===== src/rtl/irqc_pkg.sv =====
package irqc_pkg;
  typedef enum logic {
    DISC_SEQ  = 1'b0,
    DISC_NEST = 1'b1
  } disc_e;
endpackage


===== src/rtl/irqc_msb_find.sv =====
module irqc_msb_find #(
  parameter int W = 8,
  localparam int IW = (W > 1) ? $clog2(W) : 1
) (
  input  logic [W-1:0]  vec_i,
  output logic          any_o,
  output logic [IW-1:0] idx_o
);
  always_comb begin
    any_o = 1'b0;
    idx_o = '0;
    for (int i = 0; i < W; i++) begin
      if (vec_i[i]) begin
        any_o = 1'b1;
        idx_o = IW'(i);
      end
    end
  end
endmodule


===== src/rtl/irqc_arrival_q.sv =====
module irqc_arrival_q #(
  parameter int N = 8,
  localparam int IDW = (N > 1) ? $clog2(N) : 1,
  localparam int CW  = $clog2(N + 1)
) (
  input  logic           clk,
  input  logic           rst,
  input  logic [N-1:0]   push_vec_i,
  input  logic           pop_i,
  output logic [IDW-1:0] head_o,
  output logic           empty_o
);
  logic [IDW-1:0] mem [N];
  logic [IDW-1:0] wp_q, rp_q;
  logic [CW-1:0]  cnt_q;
  logic [N-1:0]   wr_en;
  logic [IDW-1:0] wr_id [N];
  int             n_push;

  // Same-cycle arrivals take consecutive slots, lowest index first
  always_comb begin
    int slot;
    wr_en  = '0;
    n_push = 0;
    slot   = 0;
    for (int k = 0; k < N; k++) wr_id[k] = '0;
    for (int i = 0; i < N; i++) begin
      if (push_vec_i[i]) begin
        slot = (int'(wp_q) + n_push) % N;
        wr_en[slot] = 1'b1;
        wr_id[slot] = IDW'(i);
        n_push = n_push + 1;
      end
    end
  end

  always_ff @(posedge clk) begin
    for (int k = 0; k < N; k++) begin
      if (wr_en[k]) mem[k] <= wr_id[k];
    end
  end

  always_ff @(posedge clk) begin
    if (rst) begin
      wp_q  <= '0;
      rp_q  <= '0;
      cnt_q <= '0;
    end else begin
      wp_q  <= IDW'((int'(wp_q) + n_push) % N);
      if (pop_i) rp_q <= IDW'((int'(rp_q) + 1) % N);
      cnt_q <= CW'(int'(cnt_q) + n_push - (pop_i ? 1 : 0));
    end
  end

  assign head_o  = mem[rp_q];
  assign empty_o = (cnt_q == '0);

  a_r4_no_overflow: assert property (@(posedge clk) disable iff (rst)
    int'(cnt_q) <= N);
  a_r4_no_underflow: assert property (@(posedge clk) disable iff (rst)
    pop_i |-> !empty_o);
endmodule


===== src/rtl/irq_sequencer.sv =====
module irq_sequencer #(
  parameter int NSRC = 8,
  localparam int IDW = (NSRC > 1) ? $clog2(NSRC) : 1
) (
  input  logic            clk,
  input  logic            rst,
  input  logic [NSRC-1:0] req_i,
  input  logic            mode_i,
  input  logic            ack_i,
  input  logic            eos_i,
  output logic            irq_o,
  output logic [IDW-1:0]  irq_id_o
);
  import irqc_pkg::*;

  disc_e           disc;
  logic [NSRC-1:0] pend_q, isr_q;
  logic [NSRC-1:0] fresh, take_mask, end_mask;
  logic            p_any, s_any, q_empty, take;
  logic [IDW-1:0]  p_idx, s_idx, q_head;
  logic            seq_ready, nest_ready;

  assign disc  = disc_e'(mode_i);
  // only idle sources are latched
  assign fresh = req_i & ~pend_q & ~isr_q;

  irqc_msb_find #(.W(NSRC)) u_pend_top (.vec_i(pend_q), .any_o(p_any), .idx_o(p_idx));
  irqc_msb_find #(.W(NSRC)) u_isr_top  (.vec_i(isr_q),  .any_o(s_any), .idx_o(s_idx));

  irqc_arrival_q #(.N(NSRC)) u_order (
    .clk        (clk),
    .rst        (rst),
    .push_vec_i ((disc == DISC_SEQ) ? fresh : '0),
    .pop_i      (take && (disc == DISC_SEQ)),
    .head_o     (q_head),
    .empty_o    (q_empty)
  );

  // masked while anything is in service; R5/R6: strict rank compare
  assign seq_ready  = !s_any && !q_empty;
  assign nest_ready = p_any && (!s_any || (p_idx > s_idx));

  assign irq_o    = (disc == DISC_NEST) ? nest_ready : seq_ready;
  assign irq_id_o = (disc == DISC_NEST) ? p_idx : q_head;


  assign take      = ack_i && irq_o;
  assign take_mask = take ? (NSRC'(1) << irq_id_o) : '0;
  assign end_mask  = (eos_i && s_any) ? (NSRC'(1) << s_idx) : '0;

  always_ff @(posedge clk) begin
    if (rst) begin
      pend_q <= '0;
      isr_q  <= '0;
    end else begin
      pend_q <= (pend_q & ~take_mask) | fresh;
      isr_q  <= (isr_q & ~end_mask) | take_mask;
    end
  end

  a_r2_pending_kept: assert property (@(posedge clk) disable iff (rst)
    1'b1 |=> (($past(pend_q) & ~$past(take_mask) & ~pend_q) == '0));
  a_r3_one_in_service: assert property (@(posedge clk) disable iff (rst)
    (disc == DISC_SEQ) |-> ($countones(isr_q) <= 1));
  a_r8_ack_moves: assert property (@(posedge clk) disable iff (rst)
    take |=> (isr_q[$past(irq_id_o)] && !pend_q[$past(irq_id_o)]));
  a_r7_eos_retires_one: assert property (@(posedge clk) disable iff (rst)
    (eos_i && s_any && !take) |=> ($countones(isr_q) == $past($countones(isr_q)) - 1));
  a_r9_disjoint: assert property (@(posedge clk) disable iff (rst)
    (pend_q & isr_q) == '0);
  a_r10_mode_idle: assert property (@(posedge clk) disable iff (rst)
    (mode_i != $past(mode_i)) |-> (pend_q == '0 && isr_q == '0));
endmodule


===== config.mk =====
export PLATFORM = sky130hd
export DESIGN_NAME = irq_sequencer
export DESIGN_NICKNAME = d
export VERILOG_FILES = /design/src/rtl/irqc_pkg.sv /design/src/rtl/irqc_msb_find.sv /design/src/rtl/irqc_arrival_q.sv /design/src/rtl/irq_sequencer.sv
export SDC_FILE = /design/constraint.sdc
export NUM_CORES = 1
export LEC_CHECK = 0
export CAP_MARGIN = 20
export CELL_PAD_IN_SITES_DETAIL_PLACEMENT = 0
export CELL_PAD_IN_SITES_GLOBAL_PLACEMENT = 1
export CORE_AREA = 2 2 101 103
export DETAILED_ROUTE_END_ITERATION = 12
export DIE_AREA = 0 0 103 105
export PLACE_DENSITY = 0.91
export SLEW_MARGIN = 30
export SYNTH_ARGS = -nofsm -noshare
export SYNTH_HDL_FRONTEND = slang
export SYNTH_SLANG_ARGS = --single-unit
export TNS_END_PERCENT = 5

===== constraint.sdc =====
create_clock -name clk -period 9.1 [get_ports clk]
set_clock_uncertainty 0.1 [all_clocks]
set_input_delay 1.82 -clock clk [delete_from_list [all_inputs] [get_ports clk]]
set_output_delay 1.82 -clock clk [all_outputs]
set_load 0.05 [all_outputs]

# Word-level counts from Yosys, hierarchy flattened
# Memory sizes are Yosys's and may differ from the RTL's. A register that Yosys moved wholly into a read port is not among the register bits.
# Cells that the tools add are included.
dict set report classes {
  addsub 18
  order_cmp 31
  shift 2
  n_mux 107
  bitwise_logic 48
  n_reduce_logical 31
}
# op count
set ops {}
lappend ops {{greater-or-equal comparator 32 x 4 -> 1 bit (second input constant)} 7}
lappend ops {{less-than comparator 32 x 1 -> 1 bit (second input constant)} 7}
lappend ops {{inverter 32 bit} 7}
lappend ops {{adder 4 x 32 -> 32 bit} 6}
lappend ops {{2-to-1 mux 32 bit} 6}
lappend ops {{adder 32 x 2 -> 32 bit (second input constant)} 5}
lappend ops {{2-to-1 mux 24 bit} 6}
lappend ops {{2-to-1 mux 8 bit} 11}
lappend ops {{OR 8 bit} 10}
lappend ops {{demux 3 bit (select 3 bit)} 7}
lappend ops {{bitwise AND 8 bit} 7}
lappend ops {{inverter 8 bit} 7}
lappend ops {{2-to-1 mux 3 bit} 18}
lappend ops {{OR 16 bit} 3}
lappend ops {{2-to-1 mux 1 bit} 45}
lappend ops {{less-than comparator 4 x 5 -> 1 bit (second input constant)} 7}
lappend ops {{bitwise AND 16 bit} 2}
lappend ops {{inverter 16 bit} 2}
lappend ops {{greater-or-equal comparator 4 x 1 -> 1 bit (second input constant)} 7}
lappend ops {{demux 1 bit (select 3 bit)} 8}
lappend ops {{OR 24 bit} 1}
lappend ops {{2-to-1 mux 22 bit} 1}
lappend ops {{OR reduction 3 bit} 7}
lappend ops {{logical AND 1 bit} 20}
lappend ops {{20 further kinds} 30}
dict set report word_totals {
  reg_bits 26
  ramBits 24
  inputBits 13
  output_inout_bits 4
  word_cells 243
  mem_count 1
}
# memory depth word_bits read_ports rd_ports_with_merged_regs write_ports line_no
set memory_table {}
lappend memory_table {u_order.mem 8 3 1 1 8 irqc_arrival_q.sv:13} ;# logic [IDW-1:0] mem [N];

# Depth between registers and ports, before layout
dict set report logic_depth {
  depth_word 28
  ltp_mapped 30
  ltp_nobuf 29
}

# Modules after synthesis
# Synthesis repeated with hierarchy kept, for this count alone.
dict set report hier_totals {
  hier_cells 547
  area_unflattened_um2 4938.5
}
# module instances cells_each area_each_um2 seq_area_each_um2
set by_module_without_submodules {}
lappend by_module_without_submodules {irqc_arrival_q 1 415 3848.7 980.9}
lappend by_module_without_submodules {irq_sequencer 1 108 974.7 320.3}
lappend by_module_without_submodules {irqc_msb_find 2 12 57.6 0.0}

# Least setup slack after synthesis
# No wires, ideal clock.
dict set report synth_path {
  path_type {in2reg}
  start {input port mode_i}
  end {register u_order.cnt_q[3]}
  setup_time_ns 0.072
  arrival_ns 7.804
  t_required_ns 8.928
  path_slack_ns 1.125
  cell_stages 29
  path_buffers 2
  path_cell_list {buf_6 > clkbuf_1 > or3_1 > ha_1 > xnor2_1 > inv_1 > ha_1 > nor2_1 > nor2_1 > ha_1 > o22ai_1 > nor2_1 > ha_1 > nand2_1 > o31ai_1 > ha_1 > mux2_2 > ha_1 > mux2_2 > inv_1 > ha_1 > inv_1 > ha_1 > a21o_1 > a21oi_1 > xnor2_1 > xnor2_1 > xnor2_1 > mux2i_1}
}
dict set report synth_between {
  elab_chain_cells 18
  elab_cells_between_ends 23
  classes_between {add/sub: 9; mux: 11; bitwise: 1; reduce/logical: 2}
}
# element line_no
set synth_rtl {}
lappend synth_rtl {{from (decl)} irq_sequencer.sv:8} ;# input logic mode_i,
lappend synth_rtl {{2-to-1 mux 8 bit} irq_sequencer.sv:33} ;# .push_vec_i ((disc == DISC_SEQ) ? fresh : '0),
lappend synth_rtl {{2-to-1 mux 1 bit} irqc_arrival_q.sv:28} ;# if (push_vec_i[i]) begin
lappend synth_rtl {{adder 1 x 1 -> 2 bit} irqc_arrival_q.sv:32} ;# n_push = n_push + 1;
lappend synth_rtl {{2-to-1 mux 32 bit} irqc_arrival_q.sv:28}
lappend synth_rtl {{adder 32 x 2 -> 32 bit} irqc_arrival_q.sv:32}
lappend synth_rtl {{2-to-1 mux 32 bit} irqc_arrival_q.sv:28}
lappend synth_rtl {{adder 32 x 2 -> 32 bit} irqc_arrival_q.sv:32}
lappend synth_rtl {{2-to-1 mux 32 bit} irqc_arrival_q.sv:28}
lappend synth_rtl {{(+2 left out)} n/a}
lappend synth_rtl {{adder 32 x 2 -> 32 bit} irqc_arrival_q.sv:32}
lappend synth_rtl {{2-to-1 mux 32 bit} irqc_arrival_q.sv:28}
lappend synth_rtl {{adder 32 x 2 -> 32 bit} irqc_arrival_q.sv:32}
lappend synth_rtl {{2-to-1 mux 32 bit} irqc_arrival_q.sv:28}
lappend synth_rtl {{adder 4 x 2 -> 4 bit} irqc_arrival_q.sv:32}
lappend synth_rtl {{2-to-1 mux 4 bit} irqc_arrival_q.sv:28}
lappend synth_rtl {{adder 4 bit} irqc_arrival_q.sv:51} ;# cnt_q <= CW'(int'(cnt_q) + n_push - (pop_i ? 1 : 0));
lappend synth_rtl {{subtractor 4 bit (*)} irqc_arrival_q.sv:51}
lappend synth_rtl {{to (signal assigned)} irqc_arrival_q.sv:51}
lappend synth_rtl {{to (decl)} irqc_arrival_q.sv:15} ;# logic [CW-1:0] cnt_q;
# Every way passes the cells marked *; elsewhere a longest branch is shown, timed or not.
# A chain may end at the register's enable or synchronous reset.

# Final worst setup path
dict set report layout_path {
  start {input port req_i[0]}
  end {register u_order.cnt_q[3]}
}
dict set report layout_between {
  elab_chain_cells 20
}
# element line_no
set layout_rtl {}
lappend layout_rtl {{from (decl)} irq_sequencer.sv:7} ;# input logic [NSRC-1:0] req_i,
lappend layout_rtl {{bitwise AND 8 bit (*) (2 in series)} irq_sequencer.sv:25} ;# assign fresh = req_i & ~pend_q & ~isr_q;
lappend layout_rtl {{2-to-1 mux 8 bit (*)} irq_sequencer.sv:33}
lappend layout_rtl {{2-to-1 mux 1 bit (*)} irqc_arrival_q.sv:28}
lappend layout_rtl {{adder 1 x 1 -> 2 bit} irqc_arrival_q.sv:32}
lappend layout_rtl {{2-to-1 mux 32 bit (*)} irqc_arrival_q.sv:28}
lappend layout_rtl {{adder 32 x 2 -> 32 bit} irqc_arrival_q.sv:32}
lappend layout_rtl {{2-to-1 mux 32 bit (*)} irqc_arrival_q.sv:28}
lappend layout_rtl {{adder 32 x 2 -> 32 bit} irqc_arrival_q.sv:32}
lappend layout_rtl {{(+3 left out)} n/a}
lappend layout_rtl {{adder 32 x 2 -> 32 bit} irqc_arrival_q.sv:32}
lappend layout_rtl {{2-to-1 mux 32 bit (*)} irqc_arrival_q.sv:28}
lappend layout_rtl {{adder 32 x 2 -> 32 bit} irqc_arrival_q.sv:32}
lappend layout_rtl {{2-to-1 mux 32 bit (*)} irqc_arrival_q.sv:28}
lappend layout_rtl {{adder 4 x 2 -> 4 bit} irqc_arrival_q.sv:32}
lappend layout_rtl {{2-to-1 mux 4 bit (*)} irqc_arrival_q.sv:28}
lappend layout_rtl {{adder 4 bit (*)} irqc_arrival_q.sv:51}
lappend layout_rtl {{subtractor 4 bit (*)} irqc_arrival_q.sv:51}
# Marks and branches as above.

==> metrics.txt <==
# TYPE chip_impl_metric gauge
chip_impl_metric{name="post_drt_wl_per_cell",unit="µm"} 17.9
chip_impl_metric{name="drcViolationCount",unit=""} 0
chip_impl_metric{name="dr.pass1.iters",unit=""} 5
chip_impl_metric{name="slew_violations",unit=""} 0
chip_impl_metric{name="cellLeakagePower",unit="nW"} 1.94
chip_impl_metric{name="finalSetupViolations",unit=""} 0
chip_impl_metric{name="cts_buffers",unit=""} 5
chip_impl_metric{name="finalCritPeriodShare",unit="%"} 89.1
chip_impl_metric{name="r2r_setup_slack",unit="ps"} 2530
chip_impl_metric{name="die_height",unit="µm"} 105
chip_impl_metric{name="power_density",unit="nW/µm²"} 267
chip_impl_metric{name="synth-edff-count",unit=""} 24
chip_impl_metric{name="antenna_violations_before_repair",unit=""} 0
chip_impl_metric{name="syn2layout_area_growth",unit="%"} 8.71
chip_impl_metric{name="die_w",unit="µm"} 103
chip_impl_metric{name="design.die.area",unit="µm²"} 10800
chip_impl_metric{name="n_antenna_cell",unit=""} 0
chip_impl_metric{name="start_util",unit="%"} 47.1
chip_impl_metric{name="postSynth.asyncResetShare",unit="%"} 0
chip_impl_metric{name="post_dp_cell_area",unit="µm²"} 4850
chip_impl_metric{name="viasPerCell",unit=""} 5.70
chip_impl_metric{name="maxCapViolCount",unit=""} 0
chip_impl_info{name="cp_common_cell",value="sky130_fd_sc_hd__ha_1"} 1
chip_impl_info{name="critical_path.endpoint_type",value="register"} 1
chip_impl_info{name="r2r_end",value="u_order.cnt_q[3]"} 1
chip_impl_metric{name="max-vdd-ir-drop",unit="V"} 0.000112
chip_impl_metric{name="synth_cell_types",unit=""} 73
chip_impl_info{name="timing.setup.critical_path_class",value="input port to register"} 1
chip_impl_metric{name="cts.path.max_buffers",unit=""} 2
chip_impl_info{name="grt_setup_unrepaired",value="false"} 1
chip_impl_metric{name="ant_nets",unit=""} 0
chip_impl_metric{name="synth_warn",unit=""} 0
chip_impl_metric{name="fillCellCount",unit=""} 912
chip_impl_metric{name="io_buffer_count",unit=""} 16
chip_impl_metric{name="detailedRoute.firstIterationViolations",unit=""} 296
chip_impl_metric{name="synthesis.instances",unit=""} 516
chip_impl_metric{name="first_global_vias",unit=""} 3669
chip_impl_metric{name="numClockSinks",unit=""} 53
chip_impl_metric{name="worstHoldPathCells",unit=""} 2
chip_impl_metric{name="ff2ff_path_depth",unit=""} 29
chip_impl_info{name="slowest_cp_cell",value="sky130_fd_sc_hd__clkdlybuf4s50_1"} 1
chip_impl_metric{name="clk_pin_slew_worst_paths",unit="ps"} 100
chip_impl_info{name="synth_ff_type",value="sky130_fd_sc_hd__dfxtp_1"} 1
chip_impl_metric{name="finalWorstPathRequiredPeriod",unit="ps"} 8110
chip_impl_metric{name="globalRoute.totalOverflow",unit=""} 0
chip_impl_info{name="worstHoldPathType",value="register to register"} 1
chip_impl_metric{name="worst_slew_pin_slew",unit="ps"} 787
chip_impl_metric{name="dr_total_vias",unit=""} 3793
chip_impl_metric{name="seq_area_frac_synth",unit="%"} 28.7
chip_impl_metric{name="finalHoldViolCount",unit=""} 0
chip_impl_metric{name="insertion_delay",unit="ps"} 320
chip_impl_metric{name="gr-usage-all-layers",unit="%"} 23.3
chip_impl_metric{name="coreArea",unit="µm²"} 9640
chip_impl_metric{name="fraction_of_layout_cells_with_a_size_suffix_above_1",unit="%"} 8.82
chip_impl_metric{name="place_hpwl",unit="mm"} 9.81
chip_impl_metric{name="final.setup.tns",unit="ps"} 0
chip_impl_metric{name="top_fanout_value_on_the_critical_path",unit=""} 4
chip_impl_metric{name="place_congestion",unit=""} 0.978
chip_impl_metric{name="cts.repair.resized",unit=""} 0
chip_impl_metric{name="cts_post_setup_buffers_inserted",unit=""} 0
chip_impl_metric{name="cts_hold_buf",unit=""} 0
chip_impl_info{name="timing.critical_path.from_type",value="input port"} 1
chip_impl_metric{name="grt_max_degree",unit=""} 28
chip_impl_metric{name="grt_first_pass_wirelength",unit="mm"} 19.3
chip_impl_info{name="hold_path_end",value="isr_q[0]"} 1
chip_impl_metric{name="floorplan.io_pins",unit=""} 17
chip_impl_metric{name="post-place-ws",unit="ps"} 680
chip_impl_metric{name="ys_seq_elements",unit=""} 53
chip_impl_metric{name="max_slew_headroom",unit="%"} 47.1
chip_impl_metric{name="postSynthAreaPerCell",unit="µm²"} 8.80
chip_impl_metric{name="final_area",unit="µm²"} 4930
chip_impl_metric{name="synthesized_net_count",unit=""} 562
chip_impl_metric{name="routed_wirelength",unit="mm"} 11.9
chip_impl_info{name="status",value="finished clean"} 1
chip_impl_info{name="layout.cells.most_common",value="sky130_fd_sc_hd__nor2_1"} 1
chip_impl_metric{name="max_clock_freq",unit="MHz"} 123
chip_impl_info{name="hp-start",value="isr_q[0]"} 1
chip_impl_info{name="cell_at_the_root_of_the_clock_tree",value="sky130_fd_sc_hd__clkbuf_8"} 1
chip_impl_info{name="timing.rr.start",value="isr_q[0]"} 1
chip_impl_metric{name="crit_required",unit="ps"} 9260
chip_impl_metric{name="htree_levels",unit=""} 2
chip_impl_metric{name="maximum_single_stage_delay_on_the_critical_path",unit="ps"} 460
chip_impl_info{name="tritoncts",value="built"} 1
chip_impl_metric{name="fin_worst_setup_slack",unit="ps"} 992
chip_impl_metric{name="worst-endpoint-arrival",unit="ps"} 8270
chip_impl_metric{name="number_of_nets_in_the_layout",unit=""} 578
chip_impl_metric{name="netlist_area_before_placement",unit="µm²"} 4540
chip_impl_metric{name="std_cell_rows",unit=""} 36
chip_impl_info{name="layout.cells.most_common_list",value="58 x sky130_fd_sc_hd__nor2_1, 57 x sky130_fd_sc_hd__nand2_1, 30 x sky130_fd_sc_hd__inv_1"} 1
-- routing by layer --
layer	global-route usage, %	part of all wire [%]	vias up
met5	0	0	-
met4	7.05	2.3	0
met1	34.1	47	1767
li1	-	-	1882
met3	3.21	5.1	18
met2	35.6	46	126
-- report_power, final --
part / switching [W] / total (W) / internal (W)
registers: 0.0000497 / 0.000388 / 0.000339
clock network: 0.0000809 / 0.000136 / 0.0000548
logic: 0.000475 / 0.000796 / 0.000321
-- worst max-delay path: cells and delay by family --
family | cells | cell delay [ps]
buffers and inverters | 5 | 820
muxes | 4 | 1170
adders and majority gates | 8 | 2260
AOI/OAI and AO/OA | 4 | 830
and+or+nand+nor | 6 | 890
xor gates and xnor gates | 3 | 450
-- synth_stat cells, types with 4 or more instances --
master	n	area share (%)
sky130_fd_sc_hd__and2_1	5	0.69
sky130_fd_sc_hd__inv_1	30	2.5
sky130_fd_sc_hd__nand4_1	9	1.2
sky130_fd_sc_hd__fa_1	8	3.5
sky130_fd_sc_hd__a21oi_1	25	2.8
sky130_fd_sc_hd__mux4_2	4	2.0
sky130_fd_sc_hd__o22ai_1	6	0.83
sky130_fd_sc_hd__edfxtp_1	24	16
sky130_fd_sc_hd__nand2_1	57	4.7
sky130_fd_sc_hd__xor2_1	10	1.9
sky130_fd_sc_hd__nand2b_1	8	1.1
sky130_fd_sc_hd__nor2b_1	12	1.7
sky130_fd_sc_hd__ha_1	25	6.9
sky130_fd_sc_hd__nor3_1	16	1.8
sky130_fd_sc_hd__dfxtp_1	29	13
sky130_fd_sc_hd__nand3_1	23	2.5
sky130_fd_sc_hd__o21ai_0	24	2.6
sky130_fd_sc_hd__or3_1	4	0.55
sky130_fd_sc_hd__o31ai_1	6	0.99
sky130_fd_sc_hd__xnor2_1	25	4.8
sky130_fd_sc_hd__clkbuf_1	6	0.50
sky130_fd_sc_hd__nor4_1	4	0.55
sky130_fd_sc_hd__nor2_1	58	4.8
sky130_fd_sc_hd__mux2i_1	11	2.4
-- through the flow --
step	hold slack, ps	instances	total power, W	utilization [%]
after detailed placement	387	658	0.00118	50.3
after global routing	447	666	0.00143	51.2
final	410	666	0.00132	51.2
after floorplan	358	516	0.000982	-
after CTS	404	666	0.00132	51.2
after global placement	393	658	0.00116	50.3
-- final cells by class --
type	count	area [µm²]	share of cell area, %
Clock buffer	6	72.6	1.47
Tap cell	133	166	3.37
Timing Repair Buffer	22	205	4.16
Multi-Input combinational cell	420	3060	62.1
Clock inverter	2	13.8	0.279
Sequential cell	53	1300	26.4
Inverter	30	113	2.28
-- cell families after synthesis --
logic type | synth area share, %
buffers and inverters | 4.13
adders and majority gates | 10.4
muxes | 4.91
xor gates and xnor gates | 11.5
DFF | 28.7
AOI/OAI and AO/OA | 14.0
and+or+nand+nor | 26.3
-- how the worst max path moves through the flow --
stage | start | end | depth (start not counted)
floorplan | mode_i | u_order.cnt_q[3] | 29
global placement | req_i[0] | u_order.cnt_q[3] | 30
detailed placement | req_i[0] | u_order.cnt_q[3] | 30
CTS | req_i[0] | u_order.cnt_q[3] | 30
global route | req_i[1] | u_order.cnt_q[3] | 31
finish | req_i[0] | u_order.cnt_q[3] | 30
-- state kept, by name, summed over array words and instances (netlist names), named ones only --
| register | count |
|---|---|
| u_order.mem | 24 |
| pend_q | 8 |
| isr_q | 8 |
| u_order.cnt_q | 4 |
| u_order.rp_q | 3 |
| u_order.wp_q | 3 |
(Power assumes the default switching activity.)
